[src/rtl/scanfill_pkg.sv]
package scanfill_pkg;

  localparam int PIX_W = 3;

  typedef logic [PIX_W-1:0] pix_t;

  typedef enum logic {
    SCAN_OUTSIDE = 1'b0,
    SCAN_INSIDE  = 1'b1
  } scan_state_t;

  // Label values shared with the labelling stage (decoded here).
  localparam pix_t LBL_HOLE_CLOSE = 3'd2;
  localparam pix_t LBL_HOLE_OPEN  = 3'd3;
  localparam pix_t LBL_A_CLOSE    = 3'd4;
  localparam pix_t LBL_A_OPEN     = 3'd5;
  localparam pix_t LBL_B_CLOSE    = 3'd6;
  localparam pix_t LBL_B_OPEN     = 3'd7;

  typedef struct packed {
    pix_t open_lbl;
    pix_t close_lbl;
    pix_t fill;
  } pass_cfg_t;

  function automatic pix_t open_label(input logic [1:0] pass);
    case (pass)
      2'd0:    return LBL_A_OPEN;
      2'd1:    return LBL_B_OPEN;
      default: return LBL_HOLE_OPEN;
    endcase
  endfunction

  function automatic pix_t close_label(input logic [1:0] pass);
    case (pass)
      2'd0:    return LBL_A_CLOSE;
      2'd1:    return LBL_B_CLOSE;
      default: return LBL_HOLE_CLOSE;
    endcase
  endfunction

endpackage

[src/rtl/scanfill_addr_gen.sv]
module scanfill_addr_gen #(
  parameter int ADDR_W = 10,
  parameter int LEN_W  = 9
) (
  input  logic              clk,
  input  logic              rst_n,
  input  logic              launch,
  input  logic [ADDR_W-1:0] base,
  input  logic [LEN_W-1:0]  len,
  output logic              rd_en,
  output logic [ADDR_W-1:0] rd_addr,
  output logic              last
);

  logic              en_q, en_d;
  logic [ADDR_W-1:0] addr_q, addr_d;
  logic [LEN_W-1:0]  left_q, left_d;
  logic              step_ce;

  always_comb begin
    en_d   = en_q;
    addr_d = addr_q;
    left_d = left_q;
    if (launch) begin
      en_d   = 1'b1;
      addr_d = base;
      left_d = len - LEN_W'(1);
    end else if (en_q) begin
      if (left_q == '0) begin
        en_d = 1'b0;
      end else begin
        addr_d = addr_q + ADDR_W'(1);
        left_d = left_q - LEN_W'(1);
      end
    end
  end

  assign step_ce = launch | en_q;

  always_ff @(posedge clk or negedge rst_n) begin
    if (!rst_n) begin
      en_q <= 1'b0;
    end else begin
      en_q <= en_d;
    end
  end

  always_ff @(posedge clk or negedge rst_n) begin
    if (!rst_n) begin
      addr_q <= '0;
      left_q <= '0;
    end else if (step_ce) begin
      addr_q <= addr_d;
      left_q <= left_d;
    end
  end

  assign rd_en   = en_q;
  assign rd_addr = addr_q;
  assign last    = en_q && (left_q == '0);

endmodule

[src/rtl/scanfill_decide.sv]
module scanfill_decide
  import scanfill_pkg::*;
(
  input  scan_state_t state,
  input  pix_t        pix,
  input  pix_t        open_lbl,
  input  pix_t        close_lbl,
  output logic        fill_now,
  output scan_state_t state_next
);

  always_comb begin
    fill_now   = 1'b0;
    state_next = state;
    case (state)
      SCAN_OUTSIDE: begin
        if (pix == open_lbl) begin
          fill_now   = 1'b1;
          state_next = SCAN_INSIDE;
        end
      end
      SCAN_INSIDE: begin
        if (pix == close_lbl) begin
          state_next = SCAN_OUTSIDE;
        end else begin
          fill_now = 1'b1;
        end
      end
      default: begin
        state_next = SCAN_OUTSIDE;
      end
    endcase
  end

endmodule

[src/rtl/scanfill_lane.sv]
module scanfill_lane
  import scanfill_pkg::*;
#(
  parameter int ADDR_W = 10,
  parameter int LEN_W  = 9
) (
  input  logic              clk,
  input  logic              rst_n,
  input  logic              go,
  input  logic [ADDR_W-1:0] base,
  input  logic [LEN_W-1:0]  len,
  input  logic [1:0]        pass,
  input  pix_t              fill,
  output logic              rd_en,
  output logic [ADDR_W-1:0] rd_addr,
  input  pix_t              rd_data,
  output logic              wr_en,
  output logic [ADDR_W-1:0] wr_addr,
  output pix_t              wr_data,
  output logic              busy,
  output logic              done,
  output logic              err
);

  logic        busy_q, busy_d;
  logic        done_q, done_d;
  logic        err_q, err_d;
  scan_state_t st_q, st_d;
  pass_cfg_t   cfg_q;

  logic              accept, empty_row, launch;
  logic              gen_last;
  logic              vld_q, lastrd_q, lastw_q;
  logic [ADDR_W-1:0] addr_dq;
  logic              wr_en_q;
  logic [ADDR_W-1:0] wr_addr_q;
  pix_t              wr_data_q;
  logic              fill_now;
  scan_state_t       st_after_pix;

  assign accept    = go & ~busy_q;
  assign empty_row = (len == '0);
  assign launch    = accept & ~empty_row;

  scanfill_addr_gen #(
    .ADDR_W(ADDR_W),
    .LEN_W (LEN_W)
  ) u_addr (
    .clk    (clk),
    .rst_n  (rst_n),
    .launch (launch),
    .base   (base),
    .len    (len),
    .rd_en  (rd_en),
    .rd_addr(rd_addr),
    .last   (gen_last)
  );

  scanfill_decide u_decide (
    .state     (st_q),
    .pix       (rd_data),
    .open_lbl  (cfg_q.open_lbl),
    .close_lbl (cfg_q.close_lbl),
    .fill_now  (fill_now),
    .state_next(st_after_pix)
  );

  // Control next-state
  always_comb begin
    busy_d = busy_q;
    err_d  = err_q;
    st_d   = st_q;
    done_d = lastw_q | (accept & empty_row);
    if (accept) begin
      err_d  = 1'b0;
      st_d   = SCAN_OUTSIDE;
      busy_d = ~empty_row;
    end else begin
      if (vld_q) begin
        st_d = st_after_pix;
      end
      if (lastw_q) begin
        err_d  = (st_q == SCAN_INSIDE);
        busy_d = 1'b0;
      end
    end
  end

  always_ff @(posedge clk or negedge rst_n) begin
    if (!rst_n) begin
      busy_q <= 1'b0;
      done_q <= 1'b0;
      err_q  <= 1'b0;
      st_q   <= SCAN_OUTSIDE;
    end else begin
      busy_q <= busy_d;
      done_q <= done_d;
      err_q  <= err_d;
      st_q   <= st_d;
    end
  end

  // Per-row configuration, captured on acceptance only
  always_ff @(posedge clk or negedge rst_n) begin
    if (!rst_n) begin
      cfg_q <= '0;
    end else if (accept) begin
      cfg_q.open_lbl  <= open_label(pass);
      cfg_q.close_lbl <= close_label(pass);
      cfg_q.fill      <= fill;
    end
  end

  // Data-return stage: aligns address and last flag with rd_data
  always_ff @(posedge clk or negedge rst_n) begin
    if (!rst_n) begin
      vld_q    <= 1'b0;
      lastrd_q <= 1'b0;
      lastw_q  <= 1'b0;
    end else begin
      vld_q    <= rd_en;
      lastrd_q <= gen_last;
      lastw_q  <= vld_q & lastrd_q;
    end
  end

  always_ff @(posedge clk or negedge rst_n) begin
    if (!rst_n) begin
      addr_dq <= '0;
    end else if (rd_en) begin
      addr_dq <= rd_addr;
    end
  end

  // Write stage: one cycle after read data returns
  always_ff @(posedge clk or negedge rst_n) begin
    if (!rst_n) begin
      wr_en_q <= 1'b0;
    end else begin
      wr_en_q <= vld_q & fill_now;
    end
  end

  always_ff @(posedge clk or negedge rst_n) begin
    if (!rst_n) begin
      wr_addr_q <= '0;
      wr_data_q <= '0;
    end else if (vld_q) begin
      wr_addr_q <= addr_dq;
      wr_data_q <= cfg_q.fill;
    end
  end

  assign wr_en   = wr_en_q;
  assign wr_addr = wr_addr_q;
  assign wr_data = wr_data_q;
  assign busy    = busy_q;
  assign done    = done_q;
  assign err     = err_q;

endmodule

[src/rtl/scanfill_array.sv]
module scanfill_array
  import scanfill_pkg::*;
#(
  parameter int LANES  = 3,
  parameter int ADDR_W = 10,
  parameter int LEN_W  = 9
) (
  input  logic                     clk,
  input  logic                     rst_n,
  input  logic [LANES-1:0]         go,
  input  logic [LANES*ADDR_W-1:0]  row_base,
  input  logic [LEN_W-1:0]         row_len,
  input  logic [1:0]               pass_sel,
  input  logic [PIX_W-1:0]         fill_code,
  output logic [LANES-1:0]         rd_en,
  output logic [LANES*ADDR_W-1:0]  rd_addr,
  input  logic [LANES*PIX_W-1:0]   rd_data,
  output logic [LANES-1:0]         wr_en,
  output logic [LANES*ADDR_W-1:0]  wr_addr,
  output logic [LANES*PIX_W-1:0]   wr_data,
  output logic [LANES-1:0]         busy,
  output logic [LANES-1:0]         done,
  output logic [LANES-1:0]         err
);

  for (genvar l = 0; l < LANES; l++) begin : g_lane
    scanfill_lane #(
      .ADDR_W(ADDR_W),
      .LEN_W (LEN_W)
    ) u_lane (
      .clk    (clk),
      .rst_n  (rst_n),
      .go     (go[l]),
      .base   (row_base[l*ADDR_W +: ADDR_W]),
      .len    (row_len),
      .pass   (pass_sel),
      .fill   (fill_code),
      .rd_en  (rd_en[l]),
      .rd_addr(rd_addr[l*ADDR_W +: ADDR_W]),
      .rd_data(rd_data[l*PIX_W +: PIX_W]),
      .wr_en  (wr_en[l]),
      .wr_addr(wr_addr[l*ADDR_W +: ADDR_W]),
      .wr_data(wr_data[l*PIX_W +: PIX_W]),
      .busy   (busy[l]),
      .done   (done[l]),
      .err    (err[l])
    );
  end

endmodule

[config.mk]
export PLATFORM = sky130hd
export DESIGN_NAME = scanfill_array
export DESIGN_NICKNAME = d
export VERILOG_FILES = /design/src/rtl/scanfill_pkg.sv /design/src/rtl/scanfill_addr_gen.sv /design/src/rtl/scanfill_decide.sv /design/src/rtl/scanfill_lane.sv /design/src/rtl/scanfill_array.sv
export SDC_FILE = /design/constraint.sdc
export NUM_CORES = 1
export LEC_CHECK = 0
export BUFFER_PORTS_ARGS = -buffer_cell sky130_fd_sc_hd__buf_2
export CAP_MARGIN = 5
export CORE_MARGIN = 2
export CORE_UTILIZATION = 50
export DETAILED_ROUTE_END_ITERATION = 16
export GPL_ROUTABILITY_DRIVEN = 0
export PLACE_DENSITY_LB_ADDON = 0.12
export RECOVER_POWER = 50
export SYNTH_ARGS = -nofsm -noshare
export SYNTH_HDL_FRONTEND = slang
export SYNTH_SLANG_ARGS = --single-unit
[constraint.sdc]
create_clock -name clk -period 2.4 [get_ports clk]
set_input_delay 0.24 -clock clk [delete_from_list [all_inputs] [get_ports clk]]
set_output_delay 0.24 -clock clk [all_outputs]
set_load 0.005 [all_outputs]
==> results by stage <==
Worst setup path:
- The standard cell with the maximum stage delay on the critical path is clkbuf_1.
- Counting both buffers and inverters, the worst setup path holds a total of 1.
- In this design, the stage delay of the slowest critical-path cell is 0.80 ns.
- Measured in cells, the most critical reg-to-reg path has a length of 4.
- The critical path crosses 4 cells after its start point.
- At the worst endpoint, the arrival time is 2.59 ns.
- STA classifies the critical path startpoint as a flip-flop.
- Walking the worst path, the cells encountered are clkbuf_1, o211ai_1, or4_1, a31oi_1.
- The worst setup path is captured at a flip-flop.
- The maximum fanout count along the critical path is 20.
- The worst path required time is 2.75 ns.
- Broken down by cell family, the worst path's largest delay share belongs to buffers and inverters.
- The kind of critical path is reg2reg.

Route:
- The detail route stage leaves a number of antenna-violating nets equal to 0.
- For this block, the initial DRC count from the detailed router was 275.
- After detailed routing, the number of remaining DRC violations is 0.
- The pre-antenna-repair detailed-routing pass consisted of 4 iterations.
- The via density per instance is 5.44.
- Dividing the detail-routed wire length by the instance count gives 16.3 um.
- The aggregate routed wire length is 17200 um.
- The number of vias after detailed routing is 5717.

Timing:
- The setup skew after layout is 0.00581 ns.
- The count of pins over their slew limit is 0.
- After layout, the minimum clock period comes to 2.24 ns.
- Setup repair after global routing left no endpoint under its margin.
- The final clock period utilization by the worst path is 93.3%.
- After routing, the total negative slack on setup checks comes to 0 ns.
- The relative slew slack is 16.0%.
- Setup violations remaining at the end of the flow were counted as 0.
- Timing would allow up to 446 MHz.
- For the pin with the worst max-slew slack, the measured transition is 1.26 ns.
- The number of hold violations in the final report is 0.

Yosys:
- Among all cell types in the netlist, the one instantiated most often is dfrtp_1.
- Counting instances in the post-synthesis netlist gives the leading cell types as dfrtp_1 (171), mux2_2 (75), nor2_1 (53).
- The fraction of synthesized cell area taken by the top area cell type is 54.4%.
- The register area share after synthesis is 54.4%.
- The post-synthesis cell type count is 47.
- The post-synthesis instance area is 7860 um2.
- The number of nets in the synthesized netlist is 757.
- The per-instance average area after synthesis is 11.4 um2.
- The synthesized instance count is 692.
- The most frequently used flop master after synthesis is dfrtp_1.
- The number of enable-type register cells in the synthesized netlist is 0.
- After synthesis, the cell types taking the most area are dfrtp_1 (54%), mux2_2 (11%), xor2_1 (3.1%), a21oi_1 (3.0%), nor2_1 (2.5%).
- The flop and latch count out of synthesis is 171.
- The top cell type by total area after synthesis is dfrtp_1.
- In the synthesized netlist the async set-or-reset flop fraction comes to 100%.
- The count of yosys warnings during synthesis is 0.

Final layout:
- The fill cell total of the finished layout is 1270.
- The area growth from synthesis to layout is 19.0%.
- After routing the design area is 9350 um2.
- The final layout contains 890 nets.
- The share of final-layout standard cells stronger than drive strength 1 is 33.2%.

Clock network:
- Clock-pin slew was measured on the worst setup and hold paths at 0.06 ns.
- The clock buffer count from CTS is 17.
- The tree is rooted in a clkbuf_16.
- The CTS tree is built.
- The count of H-tree levels built during CTS is 4.
- At the later pin of the worst-skew pair, clock insertion delay measures 0.42 ns.
- The clock sink count is 171.
- The maximum number of buffers from clock root to sink is 2.

Global route:
- The number of global-route vias before repair was 5605.
- The remaining global-route overflow is 0.
- The overall routing resource usage is 21.4%.
- The number of antenna violations at the first check in global routing is 3.
- The maximum number of pins on one net before global-route repair is 56.
- The first global-routing pass estimated 28100 um of wire.

Placed design:
- Summing all placed instances gives a cell area of 8800 um2.
- Input and output buffers added on the ports amount to 141.
- The placed wire-length estimate is 12400 um.

Run status:
- The run finished with clean final reports.

Pwr:
- The leakage dissipation is 0.00420 uW.
- Dividing total power by cell area gives a power density of 1320 nW/um2.
- The worst ir drop on vdd is 0.626 mV.

Floorplanning:
- 142 I/O pins were placed.
- In this run the core area contains 45 standard-cell rows.
- From bottom edge to top edge, the die measures 129 um.
- The region available for standard cell placement spans 15300 um2.
- From left edge to right edge, the die measures 129 um.
- The starting utilization of the core area is 51.5%.
- The floorplan die area is 16700 um2.

Run:
- The number of maximum-capacitance constraint violations is 0.

Hold path:
- The number of cells traversed by the worst hold path is 2.
- The path category of the worst min-delay check is in2reg.
==> stage by stage <==
step                      util, %  hold WS [ns]  setup WS, ns  power, uW  instances
after detailed placement     57.7         0.216         0.135       9790       1015
after floorplan                 -       -0.0556         0.185       8210        692
after CTS                    61.5        0.0233         0.135      12500       1048
final                        61.3        0.0348         0.160      12400       1050
after global routing         61.3        0.0299        0.0123      13300       1049
after global placement       57.7         0.210         0.191       9520       1015
==> state kept, by name, summed over array words and instances, names as in the netlist <==
register	count
g_lane.u_lane.addr_dq	30
g_lane.u_lane.busy	3
g_lane.u_lane.cfg_q	18
g_lane.u_lane.done	3
g_lane.u_lane.err	3
g_lane.u_lane.lastrd_q	3
g_lane.u_lane.lastw_q	3
g_lane.u_lane.st_q	3
g_lane.u_lane.u_addr.left_q	27
g_lane.u_lane.u_addr.rd_addr	30
g_lane.u_lane.u_addr.rd_en	3
g_lane.u_lane.vld_q	3
g_lane.u_lane.wr_addr	30
g_lane.u_lane.wr_data	9
g_lane.u_lane.wr_en	3
==> cells in the final DEF, fill, tap and decap left out, types with 9 or more instances in the layout <==
cell and n:
a21oi_1 47, a31oi_1 12, buf_2 140, buf_4 14, clkbuf_16 17, dfrtp_1 171
inv_1 21, mux2_2 75, mux2i_1 17, nand2_1 36, nor2_1 53, nor3_1 18
o211ai_1 19, o21ai_0 17, or3_1 13, or4_1 14, xnor2_1 9, xor2_1 28
==> final timing paths <==
| kind | from | to | slack, ns |
|---|---|---|---|
| min | row_len[0] | g_lane[1].u_lane.u_addr.left_q[0]$_DFFE_PN0P_ | 0.03 |
| min reg2reg | g_lane[1].u_lane.lastrd_q$_DFF_PN0_ | g_lane[1].u_lane.lastw_q$_DFF_PN0_ | 0.46 |
| max | g_lane[2].u_lane.u_addr.rd_en$_DFF_PN0_ | g_lane[2].u_lane.u_addr.left_q[5]$_DFFE_PN0P_ | 0.16 |
| max reg2reg | g_lane[2].u_lane.u_addr.rd_en$_DFF_PN0_ | g_lane[2].u_lane.u_addr.left_q[5]$_DFFE_PN0P_ | 0.16 |
| max in group asynchronous | rst_n | g_lane[2].u_lane.u_addr.rd_addr[1]$_DFFE_PN0P_ | 0.36 |
| min in group asynchronous | rst_n | g_lane[1].u_lane.addr_dq[6]$_DFFE_PN0P_ | 0.62 |
==> cell type report <==
| class | count | area [um2] | share of cell area (%) |
|---|---|---|---|
| diodes | 1 | 2.50 | 0.0268 |
| clock buffers | 21 | 450 | 4.82 |
| clock inverters | 11 | 120 | 1.28 |
| inverters | 21 | 78.8 | 0.843 |
| multi-input cells | 449 | 3260 | 34.9 |
| flip-flops and latches | 171 | 4280 | 45.8 |
| well taps | 211 | 264 | 2.82 |
| repair buffers | 165 | 892 | 9.54 |
==> cell families after synthesis <==
kind of cell | Yosys count | synth area share (%)
compound gates | 128 | 10.8
xor+xnor | 37 | 4.12
buf+inv | 72 | 4.39
simple gates | 185 | 12.2
fa+ha+maj | 7 | 1.11
mux | 92 | 12.9
flops | 171 | 54.4
==> per-layer routing <==
layer / track usage (%) / part of all wire (%)
met5: 0 / 0.17
met4: 7.29 / 1.6
met3: 4.91 / 5.0
met2: 34.8 / 49
met1: 28.5 / 44
==> where the power goes <==
group          internal (uW)  switching, uW
clock network           1560           1120
logic                   2310           2060
registers               4230           1100
==> what timing repair did <==
| action | 4_1_cts | 5_1_grt |
|---|---|---|
| setup buffers | 0 | 1 |
| endpoints found under the hold margin | 47 | 0 |
| resized for setup | 0 | 0 |
| hold buffers | 1 | 0 |
| endpoints found under the setup margin | 0 | 1 |
Power figures use the tool's default switching activity.
